## config.mk

```make
export PLATFORM = sky130hd
export DESIGN_NAME = irq_vector_unit
export DESIGN_NICKNAME = d
export VERILOG_FILES = /design/src/rtl/irq_vec_pkg.sv /design/src/rtl/irq_cond_mask.sv /design/src/rtl/irq_vec_reg.sv /design/src/rtl/irq_bus_fsm.sv /design/src/rtl/irq_vector_unit.sv
export SDC_FILE = /design/constraint.sdc
export NUM_CORES = 1
export LEC_CHECK = 0
export BUFFER_PORTS_ARGS = -buffer_cell sky130_fd_sc_hd__buf_2
export CAP_MARGIN = 20
export CORE_MARGIN = 2
export CORE_UTILIZATION = 42
export DETAILED_ROUTE_END_ITERATION = 8
export PLACE_DENSITY_LB_ADDON = 0.1
export RECOVER_POWER = 25
export SKIP_CTS_REPAIR_TIMING = 1
export SLEW_MARGIN = 20
export SYNTH_ARGS = -nofsm -noshare
export SYNTH_HDL_FRONTEND = slang
export SYNTH_HIERARCHICAL = 1
export SYNTH_SLANG_ARGS = --single-unit
```

## constraint.sdc

```tcl
create_clock -name clk -period 1.9 [get_ports clk]
set_clock_uncertainty 0.2 [all_clocks]
set_input_delay 0.095 -clock clk [delete_from_list [all_inputs] [get_ports clk]]
set_output_delay 0.095 -clock clk [all_outputs]
set_load 0.02 [all_outputs]
```

## src/rtl/irq_vec_pkg.sv

```systemverilog
package irq_vec_pkg;
    localparam int unsigned N_COND = 4;
    localparam int unsigned DW     = 8;
    localparam logic [DW-1:0] VEC_RESET = 8'h0F;

    typedef enum logic [1:0] {
        ST_IDLE = 2'd0,
        ST_READ = 2'd1,
        ST_ACK  = 2'd2
    } bus_state_t;
endpackage

```

## src/rtl/irq_cond_mask.sv

```systemverilog
module irq_cond_mask #(
    parameter int unsigned NC = 4,
    parameter int unsigned DW = 8
) (
    input  logic          clk,
    input  logic          rst_n,
    input  logic [NC-1:0] cond,
    input  logic          mask_we,
    input  logic [DW-1:0] wdata,
    output logic [NC-1:0] status_q,
    output logic          irq_n
);
    logic [NC-1:0] mask_q;
    logic [NC-1:0] pend;

    always_ff @(posedge clk or negedge rst_n) begin
        if (!rst_n) begin
            status_q <= '0;
        end else begin
            status_q <= cond;
        end
    end

    always_ff @(posedge clk or negedge rst_n) begin
        if (!rst_n) begin
            mask_q <= '0;
        end else if (mask_we) begin
            mask_q <= wdata[NC-1:0];
        end
    end

    generate
        for (genvar i = 0; i < NC; i++) begin : g_pend
            assign pend[i] = status_q[i] & mask_q[i];
        end
    endgenerate

    assign irq_n = ~(|pend);
endmodule

```

## src/rtl/irq_vec_reg.sv

```systemverilog
module irq_vec_reg #(
    parameter int unsigned DW = 8,
    parameter logic [DW-1:0] RST_VAL = 8'h0F
) (
    input  logic          clk,
    input  logic          rst_n,
    input  logic          we,
    input  logic [DW-1:0] wdata,
    output logic [DW-1:0] vec_q
);
    always_ff @(posedge clk or negedge rst_n) begin
        if (!rst_n) begin
            vec_q <= RST_VAL;
        end else if (we) begin
            vec_q <= wdata;
        end
    end
endmodule

```

## src/rtl/irq_bus_fsm.sv

```systemverilog
module irq_bus_fsm
    import irq_vec_pkg::*;
(
    input  logic clk,
    input  logic rst_n,
    input  logic sel,
    input  logic rd,
    input  logic iack,
    input  logic addr,
    output logic drive_vec,
    output logic drive_reg,
    output logic addr_q
);
    bus_state_t state_q, state_d;

    always_comb begin
        state_d = ST_IDLE;
        unique case (state_q)
            ST_IDLE, ST_READ, ST_ACK: begin
                if (sel && iack)    state_d = ST_ACK;   // ACK_TAKE
                else if (sel && rd) state_d = ST_READ;  // READ_TAKE
                else                state_d = ST_IDLE;  // RELEASE
            end
            default: state_d = ST_IDLE;
        endcase
    end

    always_ff @(posedge clk or negedge rst_n) begin
        if (!rst_n) begin
            state_q <= ST_IDLE;
            addr_q  <= 1'b0;
        end else begin
            state_q <= state_d;
            if (state_d == ST_READ) addr_q <= addr;
        end
    end

    always_comb begin
        drive_vec = 1'b0;
        drive_reg = 1'b0;
        unique case (state_q)
            ST_IDLE: ;
            ST_READ: drive_reg = sel & rd & ~iack;
            ST_ACK:  drive_vec = sel & iack;
            default: ;
        endcase
    end
endmodule

```

## src/rtl/irq_vector_unit.sv

```systemverilog
module irq_vector_unit
    import irq_vec_pkg::*;
(
    input  logic              clk,
    input  logic              rst_n,
    input  logic [N_COND-1:0] cond,
    input  logic              sel,
    input  logic              wr,
    input  logic              rd,
    input  logic              addr,
    input  logic [DW-1:0]     wdata,
    input  logic              iack,
    output logic [DW-1:0]     rdata,
    output logic              rdata_oe,
    output logic              irq_n
);
    localparam int unsigned PAD = DW - N_COND;

    logic [N_COND-1:0] status_q;
    logic [DW-1:0]     vec_q;
    logic              drive_vec, drive_reg, addr_q;
    logic              mask_we, vec_we;

    assign mask_we = sel & wr & ~addr;
    assign vec_we  = sel & wr &  addr;

    irq_cond_mask #(.NC(N_COND), .DW(DW)) u_cm (
        .clk(clk), .rst_n(rst_n), .cond(cond), .mask_we(mask_we),
        .wdata(wdata), .status_q(status_q), .irq_n(irq_n)
    );

    irq_vec_reg #(.DW(DW), .RST_VAL(VEC_RESET)) u_vr (
        .clk(clk), .rst_n(rst_n), .we(vec_we), .wdata(wdata), .vec_q(vec_q)
    );

    irq_bus_fsm u_fsm (
        .clk(clk), .rst_n(rst_n), .sel(sel), .rd(rd), .iack(iack),
        .addr(addr), .drive_vec(drive_vec), .drive_reg(drive_reg),
        .addr_q(addr_q)
    );

    always_comb begin
        rdata = '0;
        if (drive_vec)   rdata = vec_q;
        else if (drive_reg) rdata = addr_q ? vec_q : {{PAD{1'b0}}, status_q};
    end

    assign rdata_oe = drive_vec | drive_reg;
endmodule

```

==> results of run 1 <==
## cells in the final DEF, fill, tap and decap left out
cell type / count
clkbuf_1: 2
mux2_1: 1
o211ai_2: 4
nor2_1: 1
a21oi_2: 2
and3_1: 1
dfrtp_1: 15
buf_2: 27
nor2b_1: 4
buf_6: 1
clkbuf_4: 3
mux2_4: 8
nand2_1: 10
a21oi_1: 1
nand3_1: 4
mux2_2: 4
nor3b_2: 2
dfstp_2: 4
or2_4: 1
nand3b_4: 1
or2_1: 1
a221oi_2: 1
dlygate4sd3_1: 16
buf_4: 2
a22o_1: 1
## worst max-delay path by stage
stage                                    start  endpoint  slack, ps  cells past startpoint
floorplan           u_fsm/state_q[0]$_DFF_PN0_  rdata[4]        270                      3
global placement    u_fsm/state_q[1]$_DFF_PN0_  rdata[0]        430                      5
detailed placement  u_fsm/state_q[0]$_DFF_PN0_  rdata[4]        390                      5
CTS                 u_fsm/state_q[1]$_DFF_PN0_  rdata[1]         40                      5
global route        u_fsm/state_q[0]$_DFF_PN0_  rdata[4]         -5                      5
finish              u_fsm/state_q[1]$_DFF_PN0_  rdata[0]        100                      4
## cells by family after synthesis
group	after synthesis	share of synthesized area
compound gates	9	0.1056
buf+inv	2	0.01783
mux	13	0.1934
simple gates	25	0.1564
flops	19	0.5267
## metal layers
layer	share of wire	vias to the layer above	track usage
met2	0.50	22	0.2675
met5	0	-	0
met4	0.011	0	0.06757
li1	-	338	-
met1	0.44	319	0.1797
met3	0.043	2	0.02976
## report_power, final
group,internal [W],switching [W],total (W)
clock,0.0000814,0.000111,0.000192
sequential,0.000475,0.0000455,0.000521
combinational,0.000125,0.0000740,0.000199
total,0.000682,0.000230,0.000912
## registers in the layout (all words and copies together) (netlist names)
register and flops:
u_vr/vec_q 8, u_fsm/state_q 2, u_fsm/addr_q 1, u_cm/status_q 4
u_cm/mask_q 4
## worst register-to-register path, delay by kind of cell, from the launching register on
| family | cells | cell delay (ps) |
|---|---|---|
| AOI/OAI and AO/OA | 1 | 180 |
| DFF | 1 | 430 |
| muxes | 1 | 330 |
## area by class of cell
type / instances / area (um^2)
multi-input combinational: 47 / 425.4
timing repair buffer: 47 / 325.3
clock buffer: 4 / 26.28
tap: 27 / 33.78
fill: 176 / 710.7
sequential: 19 / 480.5
## stage by stage
step / instance area, um^2 / hold WS, ps / setup TNS (ps) / instances / util
2_1_floorplan: 912.1 / -400.6 / 0 / 68 / -
3_3_place_gp: 1092 / -148.5 / 0 / 124 / 0.5456
3_5_place_dp: 1092 / -146.8 / 0 / 124 / 0.5456
4_1_cts: 1119 / -467.5 / 0 / 128 / 0.5588
5_1_grt: 1291 / 131.3 / -5.480 / 144 / 0.6450
6_report: 1291 / 117.5 / 0 / 144 / 0.6450
==> impl_metrics.yaml, run 1 <==
status:
  outcome: "complete, no violations"
floorplanning:
  start_util: 0.4556
  core-area_um2: 2002
  die_x_um: 50.60
  num_rows: 16
  dieArea_um2: 2560
  io_pins: 29
  die_y_um: 50.60
placed_design:
  pre_cts_slack_ps: 386.6
  gp_congestion: 0.7197
  dpl.hpwl_um: 1302
  portBuffers: 28
yosys:
  synth_area_um2: 912.1
  synth_top_cell_by_area: "dfrtp_1"
  synthDistinctLibCells: 21
  ys_ff_latch: 19
  syn-num-nets: 87
  avgSynthCellArea_um2: 13.41
  async_flop_share: 1.000
  ys.flop_type: "dfrtp_1"
  ys_seq_area_frac: 0.5267
  yosys_warnings: 6
  yosys.area.top_type_share: 0.4115
  synth.area.top_cells: "dfrtp_1, mux2_4, dfstp_2"
  synth_most_common_cell: "dfrtp_1"
  synthTopCellsByCount: "dfrtp_1, nand2_1, mux2_4"
  synth_cells: 68
  synth_edf_count: 0
cts:
  htreeDepth: 1
  cts_made_buffers: 3
  clkLatencyLatePin_ps: 280
  cts_tree: "yes"
  numClockSinks: 19
  cts.clk_slew.worst_paths_ps: 100
  cts-root-buf: "clkbuf_4"
  clockBufferDepth: 2
worst_hold_path:
  min_to: "u_cm/mask_q[3]$_DFFE_PN0P_"
  worstHoldStart: "wr"
  hold_path_depth: 4
  hold_path.class: "input port to flop"
grt:
  gr-total-overflow: 0
  track_usage: 0.1526
  antenna_found_initial: 0
  grt_pass1_wl_um: 2870
  grt_pass1_vias: 657
  grt_start_max_net_pins: 20
sta:
  setup_viol: 0
  fmax_mhz: 556.9
  finalMaxSlewViolations: 0
  min_period_over_period: 0.9450
  fin_ws_ps: 104.5
  tightest_slew_ps: 1001
  maxSlewHeadroom: 0.3324
  finalHoldViolCount: 0
  finalCriticalPeriod_ps: 1796
worst_setup_path:
  cp-end-kind: "output pin"
  path_cells: "nor3b_2 > or2_4 > o211ai_2 > buf_2"
  slowest_delay_ps: 430
  crit_type: "flop to output pin"
  critPathBufInv: 1
  ff2ff_path_depth: 2
  r2r_end: "u_fsm/addr_q$_DFFE_PN0N_"
  worstReg2RegStart: "u_fsm/state_q[1]$_DFF_PN0_"
  worst_path_dominant_cell_family: "simple AND/OR/NAND/NOR gates"
  cp-start-kind: "flop"
  slowest_stage: "dfrtp_1"
  required_ps: 1600
  cp.arrival_ps: 1500
  ff2ff_setup_slack_ps: 650
  crit_fanout: 4
cells_and_area:
  drive_gt1_frac: 0.5128
  nNetsFinal: 137
  area_growth_syn_to_layout_pct: 41.56
  antennaDiodeCount: 0
drt:
  firstDrtPassIters: 4
  drcViolationCount: 0
  post_drt_wl_per_cell_um: 12.98
  vias: 681
  avgViaCountPerCell: 4.729
  detailedRoute.firstIterationViolations: 7
  drt_wl_total_um: 1869
  final_antenna_net_count: 0
run:
  maxCapViolCount: 0
pwr:
  p_leak_nw: 0.6123
  power_density_nw_per_um2: 706.5
  ir_drop_mv: 0.4536
  power_w: 0.0009122
Power figures use the tool's default switching activity.
==> run 2: changes to the inputs <==
- BUFFER_PORTS_ARGS: -buffer_cell sky130_fd_sc_hd__buf_2 -> -buffer_cell sky130_fd_sc_hd__clkbuf_2
- RECOVER_POWER: 25 -> not set
==> impl_metrics.yaml, run 2 (synthesis gave the netlist of run 1 again) <==
sta:
  min_period_over_period: 0.9601
  setup_viol: 0
  tightest_slew_ps: 446.5
  maxSlewHeadroom: 0.7023
  finalHoldViolCount: 0
  fmax_mhz: 548.2
  finalMaxSlewViolations: 0
  rsz0062_at_grt: "true"
  finalCriticalPeriod_ps: 1824
cts:
  clkLatencyLatePin_ps: 290
  cts-root-buf: "clkbuf_4"
  htreeDepth: 1
  cts_made_buffers: 3
  cts.clk_slew.worst_paths_ps: 100
  numClockSinks: 19
  cts_tree: "yes"
  clockBufferDepth: 2
floorplanning:
  io_pins: 29
  num_rows: 16
  start_util: 0.4556
  die_x_um: 50.60
  dieArea_um2: 2560
  die_y_um: 50.60
  core-area_um2: 2002
worst_hold_path:
  hold_path.class: "input port to async pin"
worst_setup_path:
  required_ps: 1600
  crit_fanout: 4
  cp.arrival_ps: 1530
  slowest_stage: "dfrtp_1"
  cp-start-kind: "flop"
  path_cells: "nor3b_2 > or2_4 > o211ai_2 > buf_2"
  slowest_delay_ps: 440
  crit_type: "flop to output pin"
  cp-end-kind: "output pin"
grt:
  grt_pass1_vias: 662
  track_usage: 0.1532
  gr-total-overflow: 0
  grt_pass1_wl_um: 2863
  grt_start_max_net_pins: 20
  antenna_found_initial: 0
cells_and_area:
  layout_common_cells: "clkbuf_2, dlygate4sd3_1, dfrtp_1, nand2_1, mux2_4"
  area_growth_syn_to_layout_pct: 42.25
  post-route-util: 0.6481
  layout_commonest_cell: "clkbuf_2"
  largest_register: "u_vr/vec_q"
  antennaDiodeCount: 0
  nNetsFinal: 138
  design_area_um2: 1297
  largest_reg_flops: 8
  drive_gt1_frac: 0.5339
  top_regs: "u_vr/vec_q: 8 flops, u_cm/mask_q: 4 flops, u_cm/status_q: 4 flops"
drt:
  detailedRoute.firstIterationViolations: 6
  firstDrtPassIters: 4
  drt_wl_total_um: 1830
  avgViaCountPerCell: 4.724
  drcViolationCount: 0
  vias: 685
  final_antenna_net_count: 0
  post_drt_wl_per_cell_um: 12.62
placed_design:
  gp_congestion: 0.7174
  dpl.hpwl_um: 1300
  place_area_um2: 1092
  portBuffers: 28
status:
  outcome: "complete, no violations"
pwr:
  p_leak_nw: 0.6202
  ir_drop_mv: 0.5401
  power_density_nw_per_um2: 703.9
run:
  maxCapViolCount: 0
run 2: cell count changes in the layout (fill, tap and decap cells not counted):
cell and change:
clkbuf_2 +26, buf_2 -25, buf_4 +2, clkbuf_1 -2
buf_6 -1, clkinv_2 +1
run 2: critical path, delay by kind of cell (launching register included):
| family | cells | cell delay (ps) |
|---|---|---|
| buffers and inverters | 1 | 180 |
| AND/OR/NAND/NOR | 2 | 450 |
| flip-flops | 1 | 440 |
| AO/OA/AOI/OAI | 1 | 170 |
run 2: power breakdown:
group / total (W) / switching (W) / internal (W)
combinational: 0.000200 / 0.0000747 / 0.000125
sequential: 0.000519 / 0.0000439 / 0.000475
clock: 0.000194 / 0.000116 / 0.0000782
total: 0.000913 / 0.000235 / 0.000679
run 2: path summary, 6_finish.rpt:
path,start,to,slack [ps],cells after the start
max,u_fsm/state_q[1]$_DFF_PN0_,rdata[0],80,4
min,rst_n,u_vr/vec_q[6]$_DFFE_PN0P_,80,2
max reg2reg,u_fsm/state_q[1]$_DFF_PN0_,u_fsm/addr_q$_DFFE_PN0N_,640,2
min reg2reg,u_cm/mask_q[0]$_DFFE_PN0P_,u_cm/mask_q[0]$_DFFE_PN0P_,320,1
max in group asynchronous,rst_n,u_vr/vec_q[0]$_DFFE_PN1P_,1080,2
min in group clk,wr,u_cm/mask_q[3]$_DFFE_PN0P_,100,4
run 2: final cells by class:
type,instances,area [um^2]
fill,169,704.4
clock inverter,1,5.005
tap,27,33.78
multi-input combinational,47,425.4
timing repair buffer,48,330.3
sequential,19,480.5
clock buffer,3,22.52
run 2: metrics by stage:
step                      setup TNS, ps  setup WS [ps]   power, W  hold WS, ps  std cells
after detailed placement              0          327.3  0.0007010       -138.7        124
after global placement                0          419.5  0.0006956       -133.3        124
after CTS                        -39.44         -29.84  0.0009045       -471.3        128
final                                 0          75.74  0.0009132        82.08        145
after global routing             -51.47         -16.69  0.0009825        100.1        145
after floorplan                       0          273.5  0.0006382       -400.6         68
run 2: metal layers:
layer  GRT usage  wire (um)  vias to the layer above
met5           0          0                        -
met4     0.05405          0                        0
met3     0.03869         88                        0
met2      0.2566        939                       20
met1      0.1908        802                      324
li1            -          -                      341
